===== src/rtl/ptw_pkg.sv =====
package ptw_pkg;

   localparam int DOM_W = 4;
   localparam int AP_W  = 8;
   localparam int CB_W  = 2;

   typedef enum logic [2:0] {
      ST_IDLE,
      ST_L1_REQ,
      ST_L1_WAIT,
      ST_L2_REQ,
      ST_L2_WAIT
   } walk_st_t;

   typedef enum logic [1:0] {
      PG_SECTION = 2'd0,
      PG_LARGE   = 2'd1,
      PG_SMALL   = 2'd2,
      PG_TINY    = 2'd3
   } page_t;

   // first-level entry kinds after the tiny-support filter
   typedef enum logic [1:0] {
      K1_FAULT,
      K1_SECTION,
      K1_COARSE,
      K1_FINE
   } l1_kind_t;

   typedef struct packed {
      logic             fault;
      logic [31:0]      pa;
      page_t            ptype;
      logic [CB_W-1:0]  cb;
      logic [DOM_W-1:0] domain;
      logic [AP_W-1:0]  ap;
   } walk_res_t;

   function automatic walk_res_t fault_result();
      walk_res_t r;
      r        = '0;
      r.fault  = 1'b1;
      r.ptype  = PG_SECTION;
      return r;
   endfunction

endpackage


===== src/rtl/ptw_addr_gen.sv =====
module ptw_addr_gen #(
   parameter int ADDR_W = 32
) (
   input  logic [ADDR_W-1:0] ttb_i,
   input  logic [ADDR_W-1:0] va_i,
   input  logic [ADDR_W-1:0] l1_desc_i,
   input  logic              fine_i,
   output logic [ADDR_W-1:0] l1_addr_o,
   output logic [ADDR_W-1:0] l2_addr_o
);
   localparam int BASE_LSB   = 14;
   localparam int SECT_LSB   = 20;
   localparam int COARSE_LSB = 10;
   localparam int FINE_LSB   = 12;

   logic unused_bits;
   assign unused_bits = ^{ttb_i[BASE_LSB-1:0], va_i[9:0], l1_desc_i[9:0]};

   assign l1_addr_o = {ttb_i[ADDR_W-1:BASE_LSB], va_i[ADDR_W-1:SECT_LSB], 2'b00};

   always_comb begin
      if (fine_i) begin
         l2_addr_o = {l1_desc_i[ADDR_W-1:FINE_LSB], va_i[SECT_LSB-1:10], 2'b00};
      end else begin
         l2_addr_o = {l1_desc_i[ADDR_W-1:COARSE_LSB], va_i[SECT_LSB-1:12], 2'b00};
      end
   end

endmodule


===== src/rtl/ptw_l1_decode.sv =====
module ptw_l1_decode
   import ptw_pkg::*;
#(
   parameter bit TINY_SUPPORT = 1'b1
) (
   input  logic [31:0]      desc_i,
   input  logic [19:0]      va_lo_i,
   input  logic             tiny_en_i,
   output l1_kind_t         kind_o,
   output walk_res_t        res_o
);
   logic fine_ok;
   logic unused_bits;
   assign unused_bits = ^{desc_i[19:12], desc_i[9], desc_i[4]};

   generate
      if (TINY_SUPPORT) begin : g_fine_opt
         assign fine_ok = tiny_en_i;
      end else begin : g_fine_never
         logic unused_en;
         assign unused_en = tiny_en_i;
         assign fine_ok   = 1'b0;
      end
   endgenerate

   always_comb begin
      unique case (desc_i[1:0])
         2'b01:   kind_o = K1_COARSE;
         2'b10:   kind_o = K1_SECTION;
         2'b11:   kind_o = fine_ok ? K1_FINE : K1_FAULT;
         default: kind_o = K1_FAULT;
      endcase
   end

   always_comb begin
      if (kind_o == K1_FAULT) begin
         res_o = fault_result();
      end else begin
         res_o        = '0;
         res_o.fault  = 1'b0;
         res_o.pa     = {desc_i[31:20], va_lo_i};
         res_o.ptype  = PG_SECTION;
         res_o.cb     = desc_i[3:2];
         res_o.domain = desc_i[8:5];
         res_o.ap     = {{(AP_W-2){1'b0}}, desc_i[11:10]};
      end
   end

endmodule


===== src/rtl/ptw_l2_decode.sv =====
module ptw_l2_decode
   import ptw_pkg::*;
(
   input  logic [31:0]      desc_i,
   input  logic [15:0]      va_lo_i,
   input  logic [DOM_W-1:0] domain_i,
   output walk_res_t        res_o
);
   always_comb begin
      res_o        = '0;
      res_o.cb     = desc_i[3:2];
      res_o.domain = domain_i;
      unique case (desc_i[1:0])
         2'b01: begin
            res_o.ptype = PG_LARGE;
            res_o.pa    = {desc_i[31:16], va_lo_i};
            res_o.ap    = desc_i[11:4];
         end
         2'b10: begin
            res_o.ptype = PG_SMALL;
            res_o.pa    = {desc_i[31:12], va_lo_i[11:0]};
            res_o.ap    = desc_i[11:4];
         end
         2'b11: begin
            res_o.ptype = PG_TINY;
            res_o.pa    = {desc_i[31:10], va_lo_i[9:0]};
            res_o.ap    = {{(AP_W-2){1'b0}}, desc_i[5:4]};
         end
         default: res_o = fault_result();
      endcase
   end

endmodule


===== src/rtl/pt_walker.sv =====
module pt_walker
   import ptw_pkg::*;
#(
   parameter int ADDR_W       = 32,
   parameter bit TINY_SUPPORT = 1'b1
) (
   input  logic              clk,
   input  logic              rst_n,
   input  logic              start_i,
   input  logic [ADDR_W-1:0] va_i,
   input  logic [ADDR_W-1:0] ttb_i,
   input  logic              tiny_en_i,
   output logic              busy_o,
   output logic              mem_req_o,
   output logic [ADDR_W-1:0] mem_addr_o,
   input  logic              mem_gnt_i,
   input  logic              mem_rvalid_i,
   input  logic [ADDR_W-1:0] mem_rdata_i,
   output logic              done_o,
   output logic              fault_o,
   output logic [ADDR_W-1:0] pa_o,
   output logic [1:0]        ptype_o,
   output logic [CB_W-1:0]   cb_o,
   output logic [DOM_W-1:0]  domain_o,
   output logic [AP_W-1:0]   ap_o
);
   generate
      if (ADDR_W != 32) begin : g_bad_width
         $error("pt_walker: descriptor formats need ADDR_W == 32");
      end
   endgenerate

   walk_st_t          st_q;
   logic [ADDR_W-1:0] va_q, ttb_q, l1_q;
   logic              tiny_q;
   walk_res_t         res_q;
   logic              done_q;

   l1_kind_t          l1_kind;
   walk_res_t         l1_res, l2_res;
   logic [ADDR_W-1:0] l1_addr, l2_addr;
   logic              l1_fine;

   assign l1_fine = (l1_q[1:0] == 2'b11);

   ptw_addr_gen #(.ADDR_W(ADDR_W)) u_addr (
      .ttb_i     (ttb_q),
      .va_i      (va_q),
      .l1_desc_i (l1_q),
      .fine_i    (l1_fine),
      .l1_addr_o (l1_addr),
      .l2_addr_o (l2_addr)
   );

   ptw_l1_decode #(.TINY_SUPPORT(TINY_SUPPORT)) u_l1 (
      .desc_i    (mem_rdata_i),
      .va_lo_i   (va_q[19:0]),
      .tiny_en_i (tiny_q),
      .kind_o    (l1_kind),
      .res_o     (l1_res)
   );

   ptw_l2_decode u_l2 (
      .desc_i    (mem_rdata_i),
      .va_lo_i   (va_q[15:0]),
      .domain_i  (l1_q[8:5]),
      .res_o     (l2_res)
   );

   always_ff @(posedge clk or negedge rst_n) begin
      if (!rst_n) begin
         st_q   <= ST_IDLE;
         va_q   <= '0;
         ttb_q  <= '0;
         l1_q   <= '0;
         tiny_q <= 1'b0;
         res_q  <= '0;
         done_q <= 1'b0;
      end else begin
         done_q <= 1'b0;
         unique case (st_q)
            ST_IDLE: begin
               if (start_i) begin
                  va_q   <= va_i;
                  ttb_q  <= ttb_i;
                  tiny_q <= tiny_en_i;
                  st_q   <= ST_L1_REQ;
               end
            end
            ST_L1_REQ: if (mem_gnt_i) st_q <= ST_L1_WAIT;
            ST_L1_WAIT: begin
               if (mem_rvalid_i) begin
                  if (l1_kind == K1_FAULT || l1_kind == K1_SECTION) begin
                     res_q  <= l1_res;
                     done_q <= 1'b1;
                     st_q   <= ST_IDLE;
                  end else begin
                     l1_q <= mem_rdata_i;
                     st_q <= ST_L2_REQ;
                  end
               end
            end
            ST_L2_REQ: if (mem_gnt_i) st_q <= ST_L2_WAIT;
            ST_L2_WAIT: begin
               if (mem_rvalid_i) begin
                  res_q  <= l2_res;
                  done_q <= 1'b1;
                  st_q   <= ST_IDLE;
               end
            end
            default: st_q <= ST_IDLE;
         endcase
      end
   end

   assign busy_o     = (st_q != ST_IDLE);
   assign mem_req_o  = (st_q == ST_L1_REQ) || (st_q == ST_L2_REQ);
   assign mem_addr_o = (st_q == ST_L2_REQ) ? l2_addr : l1_addr;
   assign done_o     = done_q;
   assign fault_o    = res_q.fault;
   assign pa_o       = res_q.pa;
   assign ptype_o    = res_q.ptype;
   assign cb_o       = res_q.cb;
   assign domain_o   = res_q.domain;
   assign ap_o       = res_q.ap;

endmodule


===== config.mk =====
export PLATFORM = sky130hd
export DESIGN_NAME = pt_walker
export DESIGN_NICKNAME = d
export VERILOG_FILES = /design/src/rtl/ptw_pkg.sv /design/src/rtl/ptw_addr_gen.sv /design/src/rtl/ptw_l1_decode.sv /design/src/rtl/ptw_l2_decode.sv /design/src/rtl/pt_walker.sv
export SDC_FILE = /design/constraint.sdc
export NUM_CORES = 1
export LEC_CHECK = 0
export ABC_CLOCK_PERIOD_IN_PS = 2000
export BUFFER_PORTS_ARGS = -buffer_cell sky130_fd_sc_hd__buf_4
export CAP_MARGIN = 5
export CORE_MARGIN = 8
export CORE_UTILIZATION = 40
export CTS_CLUSTER_SIZE = 16
export DETAILED_ROUTE_END_ITERATION = 12
export PLACE_DENSITY_LB_ADDON = 0.25
export SKIP_LAST_GASP = 1
export SYNTH_ARGS = -nofsm -noshare
export SYNTH_HDL_FRONTEND = slang
export SYNTH_SLANG_ARGS = --single-unit

===== constraint.sdc =====
create_clock -name clk -period 2 [get_ports clk]
set_input_delay 0.4 -clock clk [delete_from_list [all_inputs] [get_ports clk]]
set_output_delay 0.4 -clock clk [all_outputs]
set_load 0.01 [all_outputs]

# Word-level counts from Yosys, hierarchy flattened

Cells that the tools add are included.

Bits in registers: 150

Equality and inequality tests: 15
Mux-type cells: 24
Bitwise gates (word level): 1
Reductions and logical operators: 12

Operator list:

| cell                                                                  | number |
|---|---|
| 49-bit 2-to-1 mux                                                     | 4 |
| 34-bit case mux with 3 select lines                                   | 1 |
| 49-bit case mux with 2 select lines                                   | 1 |
| 32-bit 2-to-1 mux                                                     | 1 |
| 8-bit case mux with 2 select lines                                    | 1 |
| 3-bit 2-to-1 mux                                                      | 5 |
| 3-bit case mux with 5 select lines                                    | 1 |
| 12-bit 2-to-1 mux                                                     | 1 |
| 2-bit inequality test, second input constant                          | 6 |
| 2-bit equality test, second input constant                            | 3 |
| 3-bit by 2-bit equality test with 1-bit output, second input constant | 2 |
| 6-bit 2-to-1 mux                                                      | 1 |
| 2-bit case mux with 3 select lines                                    | 1 |
| 5-bit AND reduction                                                   | 1 |
| 2-bit by 1-bit equality test with 1-bit output, second input constant | 2 |
| 1-bit 2-to-1 mux                                                      | 4 |
| 2-bit 2-to-1 mux                                                      | 2 |
| 4-bit AND reduction                                                   | 1 |
| 3-bit by 1-bit equality test with 1-bit output, second input constant | 1 |
| 3-bit equality test, second input constant                            | 1 |
| 3-bit logical NOT                                                     | 1 |
| 3-bit AND reduction                                                   | 1 |
| 3-bit nonzero test                                                    | 1 |
| 3-bit OR reduction                                                    | 1 |
| other kinds (7)                                                       | 8 |

# Logic depth before layout (Yosys ltp)

Gate-level depths: netlist (run 1).

Word-level depth: 7
Depth in mapped cells: 7

# Hierarchy

Synthesis (run 1) repeated with hierarchy kept, for this count alone.

Cells, all modules: 627
Area total of the unflattened synthesis: 8,151.6 um^2

Modules (own cells, without submodules):

| module        | times used | cells an instance | area an instance (um^2) | seq. area each (um^2) |
|---|---|---|---|---|
| pt_walker     | 1          | 423               | 6,615.1                 | 3,753.6 |
| ptw_addr_gen  | 1          | 66                | 570.5                   | 0.0 |
| ptw_l2_decode | 1          | 75                | 551.8                   | 0.0 |
| ptw_l1_decode | 1          | 63                | 414.1                   | 0.0 |

# Least setup slack after synthesis (run 1)

No wires, ideal clock.

Path kind: register -> output
Start: reg st_q[1]
End: out mem_addr_o[12]
Arrival time: 1.373 ns
Required time: 1.600 ns
Path slack: 0.227 ns
Cell stages (with the launch flop): 6
Cells stage by stage: dfrtp_1 buf_2 nor2b_1 nand2_1 buf_2 mux2_2

Cells in the longest elaborated chain, start to end: 2

RTL lines:

| item                                           | RTL line         | RTL |
|---|---|---|
| start: declaration                             | pt_walker.sv:33  | `walk_st_t st_q;` |
| start signal: assignment                       | pt_walker.sv:72  | `st_q <= ST_IDLE;` |
| start signal: assignment                       | pt_walker.sv:87  | `st_q <= ST_L1_REQ;` |
| start signal: assignment                       | pt_walker.sv:90  | `ST_L1_REQ: if (mem_gnt_i) st_q <= ST_L1_WAIT;` |
| 3-bit by 2-bit equality test with 1-bit output | pt_walker.sv:118 | `assign mem_addr_o = (st_q == ST_L2_REQ) ? l2_addr : l1_addr;` |
| 32-bit 2-to-1 mux                              | pt_walker.sv:118 |  |
| end: declaration                               | pt_walker.sv:15  | `output logic [ADDR_W-1:0] mem_addr_o,` |

No other way between the ends.

# Worst setup path after layout (run 1)

Start: reg st_q[2]
End: out mem_addr_o[27]

The elaborated chain is that of the path after synthesis.

==> qor.csv, run 1 <==
metric,value,unit
cts_tree,done,
grt_max_degree,52,
via_count,4317,
synth_edf_count,0,
clk_latency,0.41,ns
cp_max_fo,6,
cts_num_sinks,132,
hold_violations,0,
ioPinCount,186,
grt_util_all_layers,0.173,
critical_path_class,reg -> out,
hold_class,in -> reg,
min_from,va_i[3],
ctsHtreeMaxLevel,4,
antenna_found_initial,0,
final_cell_mix,"buf_4 (170), dfrtp_1 (130), mux2_1 (71)",
routed_wirelength,16300,µm
dpl_cell_area,7450,µm²
r2r_cells,5,
path_cells,nor2b_4 -> nand2_4 -> clkbuf_16 -> mux2_4 -> buf_6,
reg2reg_slack,0.10,ns
timing.fmax,469,MHz
worst_hold_path.num_cells,2,
rr_startpoint,st_q[1],
firstDrtPassIters,4,
cap_viol_max_count,0,
die_area,18800,µm²
whs_endpoint,va_q[3],
startpoint_type,flop,
clk_pin_slew_worst_paths,0.06,ns
worstSetupEndpointType,output pin,
num_rows,44,
status,finished with violations,
io_buffer_count,169,
required,1.60,ns
async_flop_share,1.00,
grt_pass1_vias,4628,
fillCellCount,1210,
wl_per_cell,19.4,µm
period_needed,2.13,ns
syn-cell-area,5860,µm²
rsz0062_at_grt,yes,
yosysSeqAreaShare,0.564,
fp.coreArea,14400,µm²
final_common_cell,buf_4,
initial_utilization,0.406,
place_ws,0.0140,ns
period_share,1.07,
layout.nets,753,
synthFlopType,dfrtp_1,
max_stage_delay,0.41,ns
via_per_inst,5.12,
hpwl,11400,µm
r2r_end,va_q[10],
place.gp.congestion,0.767,
setup_viol,29,
clock_skew,0.00907,ns
die_y,137,µm
grt_pass1_wl,25100,µm
drt_iter0_drc,203,
drive_gt1_frac,0.432,
final_antenna_net_count,0,
leakage,4.06,nW
cts-root-buf,clkbuf_16,
clock_path_buffers,2,
cts_made_buffers,17,
remaining_drc_errors,0,
p_per_area,1570,nW/µm²
antennaDiodeCount,0,
grt_overflow_total,0,
syn_inst,454,
violations,setup timing,
drv_slew,0,
netlist-cell-type-count,46,
yosys_register_bits,132,
yosys_warnings,0,
final_cell_area,8300,µm²
ir_drop,854,µV
critPathSlowestCell,dfrtp_1,
synthToLayoutAreaGrowth,41.7,%
synth.avg_cell_area,12.9,µm²
setup_ws,-0.134,ns
fp.dieW,137,µm
critical_path_arrival,1.73,ns
==> power by group <==
part           internal [mW]  leakage [nW]  switching [mW]  total, mW
clock network           1.70         0.253            1.12       2.83
registers               3.87          1.63           0.760       4.62
logic                   3.13          2.18            2.45       5.57
total                   8.69          4.06            4.33       13.0
==> worst max-delay path, delay by kind of cell, from the launching register on <==
| family | cells | cell delay, ns |
|---|---|---|
| flip-flops | 1 | 0.41 |
| AND/OR/NAND/NOR | 2 | 0.28 |
| buffers and inverters | 2 | 0.32 |
| multiplexers | 1 | 0.30 |
==> layer usage <==
| metal | vias up | track usage | part of all wire |
|---|---|---|---|
| li1 | 2013 | - | - |
| met1 | 2142 | 0.219 | 0.43 |
| met2 | 154 | 0.268 | 0.46 |
| met3 | 8 | 0.0698 | 0.094 |
| met4 | 0 | 0.0471 | 0.0070 |
| met5 | - | 0 | 0 |
==> registers in the layout, summed over array words and instances, names as in the netlist <==
name and flops:
l1_q 28, domain_o 4, st_q 3, fault_o 1
ptype_o 2, ttb_q 18, cb_o 2, ap_o 8
done_o 1, tiny_q 1, pa_o 32, va_q 32
==> synthesized netlist by cell type, types with 2 or more instances <==
cell type	n	share of area
inv_1	4	0.0026
o21ai_1	9	0.0077
nor2_1	33	0.021
a221oi_1	14	0.021
buf_2	12	0.010
mux2_1	71	0.14
dfrtp_1	132	0.56
ha_1	4	0.0085
clkbuf_1	5	0.0032
nor2_2	2	0.0021
buf_4	5	0.0064
nand3_1	8	0.0068
nand2_1	37	0.024
buf_6	7	0.013
a22o_1	26	0.039
a21oi_1	4	0.0034
o21ai_0	13	0.011
mux2_2	28	0.054
and4bb_2	2	0.0043
and2_1	2	0.0021
mux2i_1	11	0.019
==> area by class of cell <==
type	instances	area (µm²)	share of cell area
Clock inverter	8	52.6	0.00633
Multi-Input combinational cell	289	2480	0.298
Timing Repair Buffer	202	1730	0.208
Clock buffer	23	488	0.0588
Tap cell	184	230	0.0277
Sequential cell	132	3310	0.398
Inverter	5	18.8	0.00226
==> through the flow <==
step	power [mW]	util	std cells	setup TNS [ns]	hold slack (ns)
after global placement	9.38	0.516	805	0	0.366
after CTS	12.9	0.569	843	-4.32	0.181
after detailed placement	9.54	0.516	805	0	0.370
after global routing	13.8	0.575	843	-4.72	0.191
final	13.0	0.575	843	-2.62	0.207
after floorplan	7.25	-	455	0	0.104
==> kinds of logic (layout without fill, tap and decap cells) <==
logic type | after synthesis | after routing | synth area share
and+or+nand+nor | 97 | 97 | 0.0806
other | 1 | 2 | 0.000640
DFF | 132 | 132 | 0.564
AOI/OAI and AO/OA | 76 | 76 | 0.100
muxes | 110 | 110 | 0.209
adders and majority gates | 4 | 4 | 0.00855
buffers and inverters | 34 | 238 | 0.0365
==> what timing repair did <==
item                                   4_1_cts  5_1_grt
pin swaps                                    0        1
hold buffers                                 1        0
setup endpoints to repair                   30       30
cloned                                       2        1
resized for setup                           45       25
setup buffers                                4        0
endpoints found under the hold margin       41        0
==> worst max-delay path by stage <==
stage	from	endpoint	slack [ns]	cells past startpoint
floorplan	st_q[1]	mem_addr_o[12]	0.23	5
global placement	mem_rdata_i[0]	pa_o[25]	0.05	8
detailed placement	mem_rdata_i[0]	pa_o[23]	0.01	8
CTS	st_q[1]	mem_addr_o[24]	-0.18	5
global route	st_q[2]	mem_addr_o[2]	-0.20	7
finish	st_q[2]	mem_addr_o[27]	-0.13	5
(Power assumes the default switching activity.)
==> run 2: changes to the inputs <==
--- a/config.mk
+++ b/config.mk
@@ -5,7 +5,7 @@
 export SDC_FILE = /design/constraint.sdc
 export NUM_CORES = 1
 export LEC_CHECK = 0
-export ABC_CLOCK_PERIOD_IN_PS = 2000
+export ABC_CLOCK_PERIOD_IN_PS = 2530
 export BUFFER_PORTS_ARGS = -buffer_cell sky130_fd_sc_hd__buf_4
 export CAP_MARGIN = 5
 export CORE_MARGIN = 8
@@ -13,6 +13,7 @@
 export CTS_CLUSTER_SIZE = 16
 export DETAILED_ROUTE_END_ITERATION = 12
 export PLACE_DENSITY_LB_ADDON = 0.25
+export SKIP_CTS_REPAIR_TIMING = 1
 export SKIP_LAST_GASP = 1
 export SYNTH_ARGS = -nofsm -noshare
 export SYNTH_HDL_FRONTEND = slang
==> constraint.sdc (replaced) <==
create_clock -name clk -period 2.53 [get_ports clk]
set_input_delay 0.506 -clock clk [delete_from_list [all_inputs] [get_ports clk]]
set_output_delay 0.506 -clock clk [all_outputs]
set_load 0.01 [all_outputs]
==> run 2 against run 1 <==
The run now ends clean. Core utilization fell by 2.5 points. Via count fell by 2.0%. Clock skew fell by 0.00098 ns. Critical path depth fell by 1. Flip-flop and latch count did not move. Clock power fell by 16%. Worst setup slack improved by 0.30 ns. Combinational power fell by 32%. Non-clock buffer count fell by 18. Clock-buffer cell count fell by 4. Critical path type unchanged. Highest routed layer unchanged.
==> qor.csv, run 2 (synthesis results as in run 1) <==
metric,value,unit,change
status,"finished, final reports clean",,was finished with violations
ctsHtreeMaxLevel,4,,unchanged
reg2reg_slack,0.70,ns,was 0.10 ns
grt_util_all_layers,0.171,,was 0.173
path_cells,nand2_2 -> buf_12 -> mux2_2 -> buf_4,,was nor2b_4 -> nand2_4 -> clkbuf_16 -> mux2_4 -> buf_6
rr_startpoint,st_q[0],,was st_q[1]
setup_viol,0,,was 29
ioPinCount,186,,unchanged
routed.top_layer,met4,,unchanged
startpoint_type,flop,,unchanged
remaining_drc_errors,0,,unchanged
period_share,0.934,,
firstDrtPassIters,4,,unchanged
max_stage_delay,0.51,ns,was 0.41 ns
hpwl,11200,µm,was 11400 µm
cp_max_fo,40,,was 6
cts_tree,done,,unchanged
grt_overflow_total,0,,unchanged
fp.dieW,137,µm,unchanged
hold_class,in -> async,,was in -> reg
hold_violations,0,,unchanged
critical_path_arrival,1.86,ns,was 1.73 ns
drv_slew,0,,unchanged
placedCellCount,794,,was 805
initial_utilization,0.406,,unchanged
antennaDiodeCount,0,,unchanged
grt_pass1_wl,24600,µm,was 25100 µm
final_cell_mix,"buf_4 (178), dfrtp_1 (132), mux2_1 (71)",,"was buf_4 (170), dfrtp_1 (130), mux2_1 (71)"
num_rows,44,,unchanged
ir_drop,639,µV,was 854 µV
clk_latency,0.41,ns,about the same
stdcell_count,825,,was 843
wl_met2,7090,µm,was 7570 µm
grt_max_degree,61,,was 52
die_y,137,µm,unchanged
die_area,18800,µm²,unchanged
timing.fmax,423,MHz,
worstSetupEndpointType,output pin,,unchanged
cts_made_buffers,17,,unchanged
layout.nets,735,,was 753
drt_iter0_drc,209,,was 203
drive_gt1_frac,0.404,,was 0.432
rsz0062_at_grt,no,,was yes
r2r_cells,4,,was 5
critical_path_class,reg -> out,,unchanged
critPathSlowestCell,dfrtp_1,,unchanged
fp.coreArea,14400,µm²,unchanged
tns,0,ns,was -2.62 ns
cts_num_sinks,132,,unchanged
p_per_area,1230,nW/µm²,was 1570 nW/µm²
clock_path_buffers,2,,unchanged
wl_per_cell,18.7,µm,was 19.4 µm
synthToLayoutAreaGrowth,35.6,%,was 41.7%
grt_pass1_vias,4591,,was 4628
r2r_end,ttb_q[21],,was va_q[10]
required,2.02,ns,was 1.60 ns
clk_pin_slew_worst_paths,0.06,ns,about the same
period_needed,2.36,ns,
cts-root-buf,clkbuf_16,,unchanged
leakage,3.83,nW,was 4.06 nW
routed_wirelength,15400,µm,was 16300 µm
worst_pin_slew,0.541,ns,
io_buffer_count,169,,unchanged
antenna_found_initial,0,,unchanged
via_count,4230,,was 4317
met1Wirelength,6580,µm,was 7100 µm
dr_wl_met3,1580,µm,was 1540 µm
slew_headroom,0.639,,
place.gp.congestion,0.784,,was 0.767
clock_skew,0.00809,ns,was 0.00907 ns
final_common_cell,buf_4,,unchanged
via_per_inst,5.13,,was 5.12
cap_viol_max_count,0,,unchanged
final_antenna_net_count,0,,unchanged
run 2: metrics by stage:
step                utilization  instance area (µm²)  setup WS, ns  power, mW  hold WS [ns]
floorplan                     -                 5860         0.651       5.73         0.210
global placement          0.510                 7350         0.393       7.34         0.451
detailed placement        0.510                 7350         0.378       7.48         0.459
CTS                       0.550                 7940         0.144       9.92        0.0353
global route              0.550                 7940        0.0446       10.4        0.0543
finish                    0.550                 7940         0.166       9.77        0.0282
run 2: worst max-delay path by stage:
stage               depth (start not counted)  slack [ns]           start              to
floorplan                                   5        0.65         st_q[1]  mem_addr_o[12]
global placement                            7        0.39  mem_rdata_i[1]        pa_o[25]
detailed placement                          7        0.38  mem_rdata_i[1]         pa_o[8]
CTS                                         4        0.14         st_q[0]  mem_addr_o[30]
global route                                4        0.04         l1_q[0]   mem_addr_o[2]
finish                                      4        0.17         st_q[0]  mem_addr_o[15]
run 2: per-layer routing:
metal,vias up,GRT usage
met1,2074,0.213
met4,0,0.0567
li1,1983,-
met3,15,0.0701
met5,-,0
met2,158,0.262
run 2: final cells by class:
cell class	instances	area, µm²
Fill cell	1231	6480
Sequential cell	132	3300
Multi-Input combinational cell	289	2350
Timing Repair Buffer	184	1450
Clock buffer	19	453
Tap cell	184	230
Clock inverter	12	133
Inverter	5	18.8
run 2: power by group:
group	switching, mW	total [mW]	leakage (nW)	internal, mW
Clock	0.898	2.39	0.281	1.50
Combinational	1.75	3.76	1.91	2.01
Sequential	0.573	3.62	1.63	3.05
run 2: worst max-delay path: cells and delay by family, from the launching register on:
kind / cells / cell delay, ns
flops: 1 / 0.51
buf+inv: 2 / 0.39
mux: 1 / 0.37
simple gates: 1 / 0.17
==> run 3: changes to the inputs <==
--- a/config.mk
+++ b/config.mk
@@ -13,6 +13,7 @@
 export CTS_CLUSTER_SIZE = 16
 export DETAILED_ROUTE_END_ITERATION = 12
 export PLACE_DENSITY_LB_ADDON = 0.25
+export RECOVER_POWER = 50
 export SKIP_CTS_REPAIR_TIMING = 1
 export SKIP_LAST_GASP = 1
 export SYNTH_ARGS = -nofsm -noshare
==> run 3 against run 2 <==
Cell area shrank 2.1%. Non-clock buffer count is the same. Via count grew 0.40%. Clock skew shrank 0.0013 ns. Worst setup slack gained 0.0020 ns. Sequential share of layout area grew 0.90 points. Die area is the same. Core utilization shrank 1.2 points. Clock-buffer cell count is the same. Final cell count is the same. Critical endpoint unchanged. Highest routed layer unchanged.
==> qor.csv, run 3 (synthesis results as in run 1) <==
metric,value,unit,change
final_cell_mix,"buf_4 (138), dfrtp_1 (132), mux2_1 (71)",,"was buf_4 (178), dfrtp_1 (132), mux2_1 (71)"
critPathTopFamily,flip-flops,,unchanged
critical_path_arrival,1.86,ns,about the same
min_from,va_i[23],,
hpwl,11200,µm,unchanged
setup_viol,0,,unchanged
tns,0,ns,unchanged
final_cell_area,7770,µm²,was 7940 µm²
worst_pin_slew,1.21,ns,was 0.541 ns
routed_wirelength,15400,µm,about the same
ctsHtreeMaxLevel,4,,unchanged
clock_skew,0.00678,ns,was 0.00809 ns
clock_path_buffers,2,,unchanged
cts-root-buf,clkbuf_16,,unchanged
die_y,137,µm,unchanged
drt_iter0_drc,192,,was 209
fin_util,0.539,,was 0.550
hold_violations,0,,unchanged
cts_tree,done,,unchanged
worstSetupEndpointType,output pin,,unchanged
grt_util_all_layers,0.171,,unchanged
fp.dieW,137,µm,unchanged
hold_class,in -> reg,,was in -> async
rr_startpoint,st_q[0],,unchanged
remaining_drc_errors,0,,unchanged
ir_drop,638,µV,was 639 µV
cts_num_sinks,132,,unchanged
antennaDiodeCount,0,,unchanged
clk_pin_slew_worst_paths,0.06,ns,about the same
die_area,18800,µm²,unchanged
startpoint,st_q[0],,unchanged
critical_path_class,reg -> out,,unchanged
critPathSlowestCell,dfrtp_1,,unchanged
antenna_found_initial,0,,unchanged
cts_made_buffers,17,,unchanged
ioPinCount,186,,unchanged
period_share,0.934,,about the same
layout.nets,735,,unchanged
path_cells,nand2_2 -> buf_12 -> mux2_2 -> buf_4,,unchanged
synthToLayoutAreaGrowth,32.7,%,was 35.6%
p_per_area,1240,nW/µm²,was 1230 nW/µm²
holdWs,0.309,ns,was 0.0282 ns
fp.coreArea,14400,µm²,unchanged
initial_utilization,0.406,,unchanged
worst-path-buf-inv,2,,unchanged
status,"finished, final reports clean",,unchanged
grt_pass1_vias,4591,,unchanged
grt_overflow_total,0,,unchanged
firstDrtPassIters,4,,unchanged
via_count,4247,,was 4230
period_needed,2.36,ns,about the same
dpl_cell_area,7350,µm²,unchanged
io_buffer_count,169,,unchanged
p_total,9.60,mW,was 9.77 mW
wl_per_cell,18.7,µm,about the same
max_stage_delay,0.51,ns,about the same
cap_viol_max_count,0,,unchanged
drive_gt1_frac,0.343,,was 0.404
required,2.02,ns,about the same
timing.fmax,423,MHz,about the same
place.gp.congestion,0.784,,unchanged
grt_max_degree,61,,unchanged
slew_headroom,0.195,,was 0.639
drv_slew,0,,unchanged
cp_max_fo,40,,unchanged
leakage,3.66,nW,was 3.83 nW
startpoint_type,flop,,unchanged
final_antenna_net_count,0,,unchanged
num_rows,44,,unchanged
via_per_inst,5.15,,was 5.13
final_common_cell,buf_4,,unchanged
grt_pass1_wl,24600,µm,unchanged
clk_latency,0.41,ns,about the same
reg2reg_slack,0.69,ns,was 0.70 ns
rsz0062_at_grt,no,,unchanged
-- run 3: cell count changes in the layout (fill, tap and decap cells not counted), sizes merged --
cell    before  now
clkbuf      19   61
buf        184  142
-- run 3: per-layer routing --
metal  up-vias  global-route usage  share of wire
met5         -                   0              0
met3        15              0.0701          0.095
met1      2103               0.213           0.43
met4         0              0.0567          0.011
met2       146               0.262           0.46
li1       1983                   -              -
-- run 3: final cells by class --
class                   instances  area [µm²]
flip-flops and latches        132        3300
multi-input cells             289        2350
clock buffers                  19         453
inverters                       5        18.8
repair buffers                184        1280
well taps                     184         230
fillers                      1268        6650
clock inverters                12         133
-- run 3: final timing paths --
check | to | cells past startpoint
worst max-delay path | mem_addr_o[15] | 4
worst min-delay path | va_q[23] | 2
worst max register to register | va_q[12] | 4
worst min register to register | ap_o[2] | 2
max in group asynchronous | pa_o[24] | 2
min in group asynchronous | ap_o[3] | 1
-- run 3: per-stage QoR --
step           std cells  worst slack, ns
2_1_floorplan        455            0.651
3_3_place_gp         794            0.393
3_5_place_dp         794            0.378
4_1_cts              825            0.144
5_1_grt              825           0.0446
6_report             825            0.168
-- run 3: power by group --
part,total [mW],internal [mW],switching [mW]
Combinational,3.59,1.84,1.75
Sequential,3.62,3.05,0.568
Clock,2.39,1.50,0.895
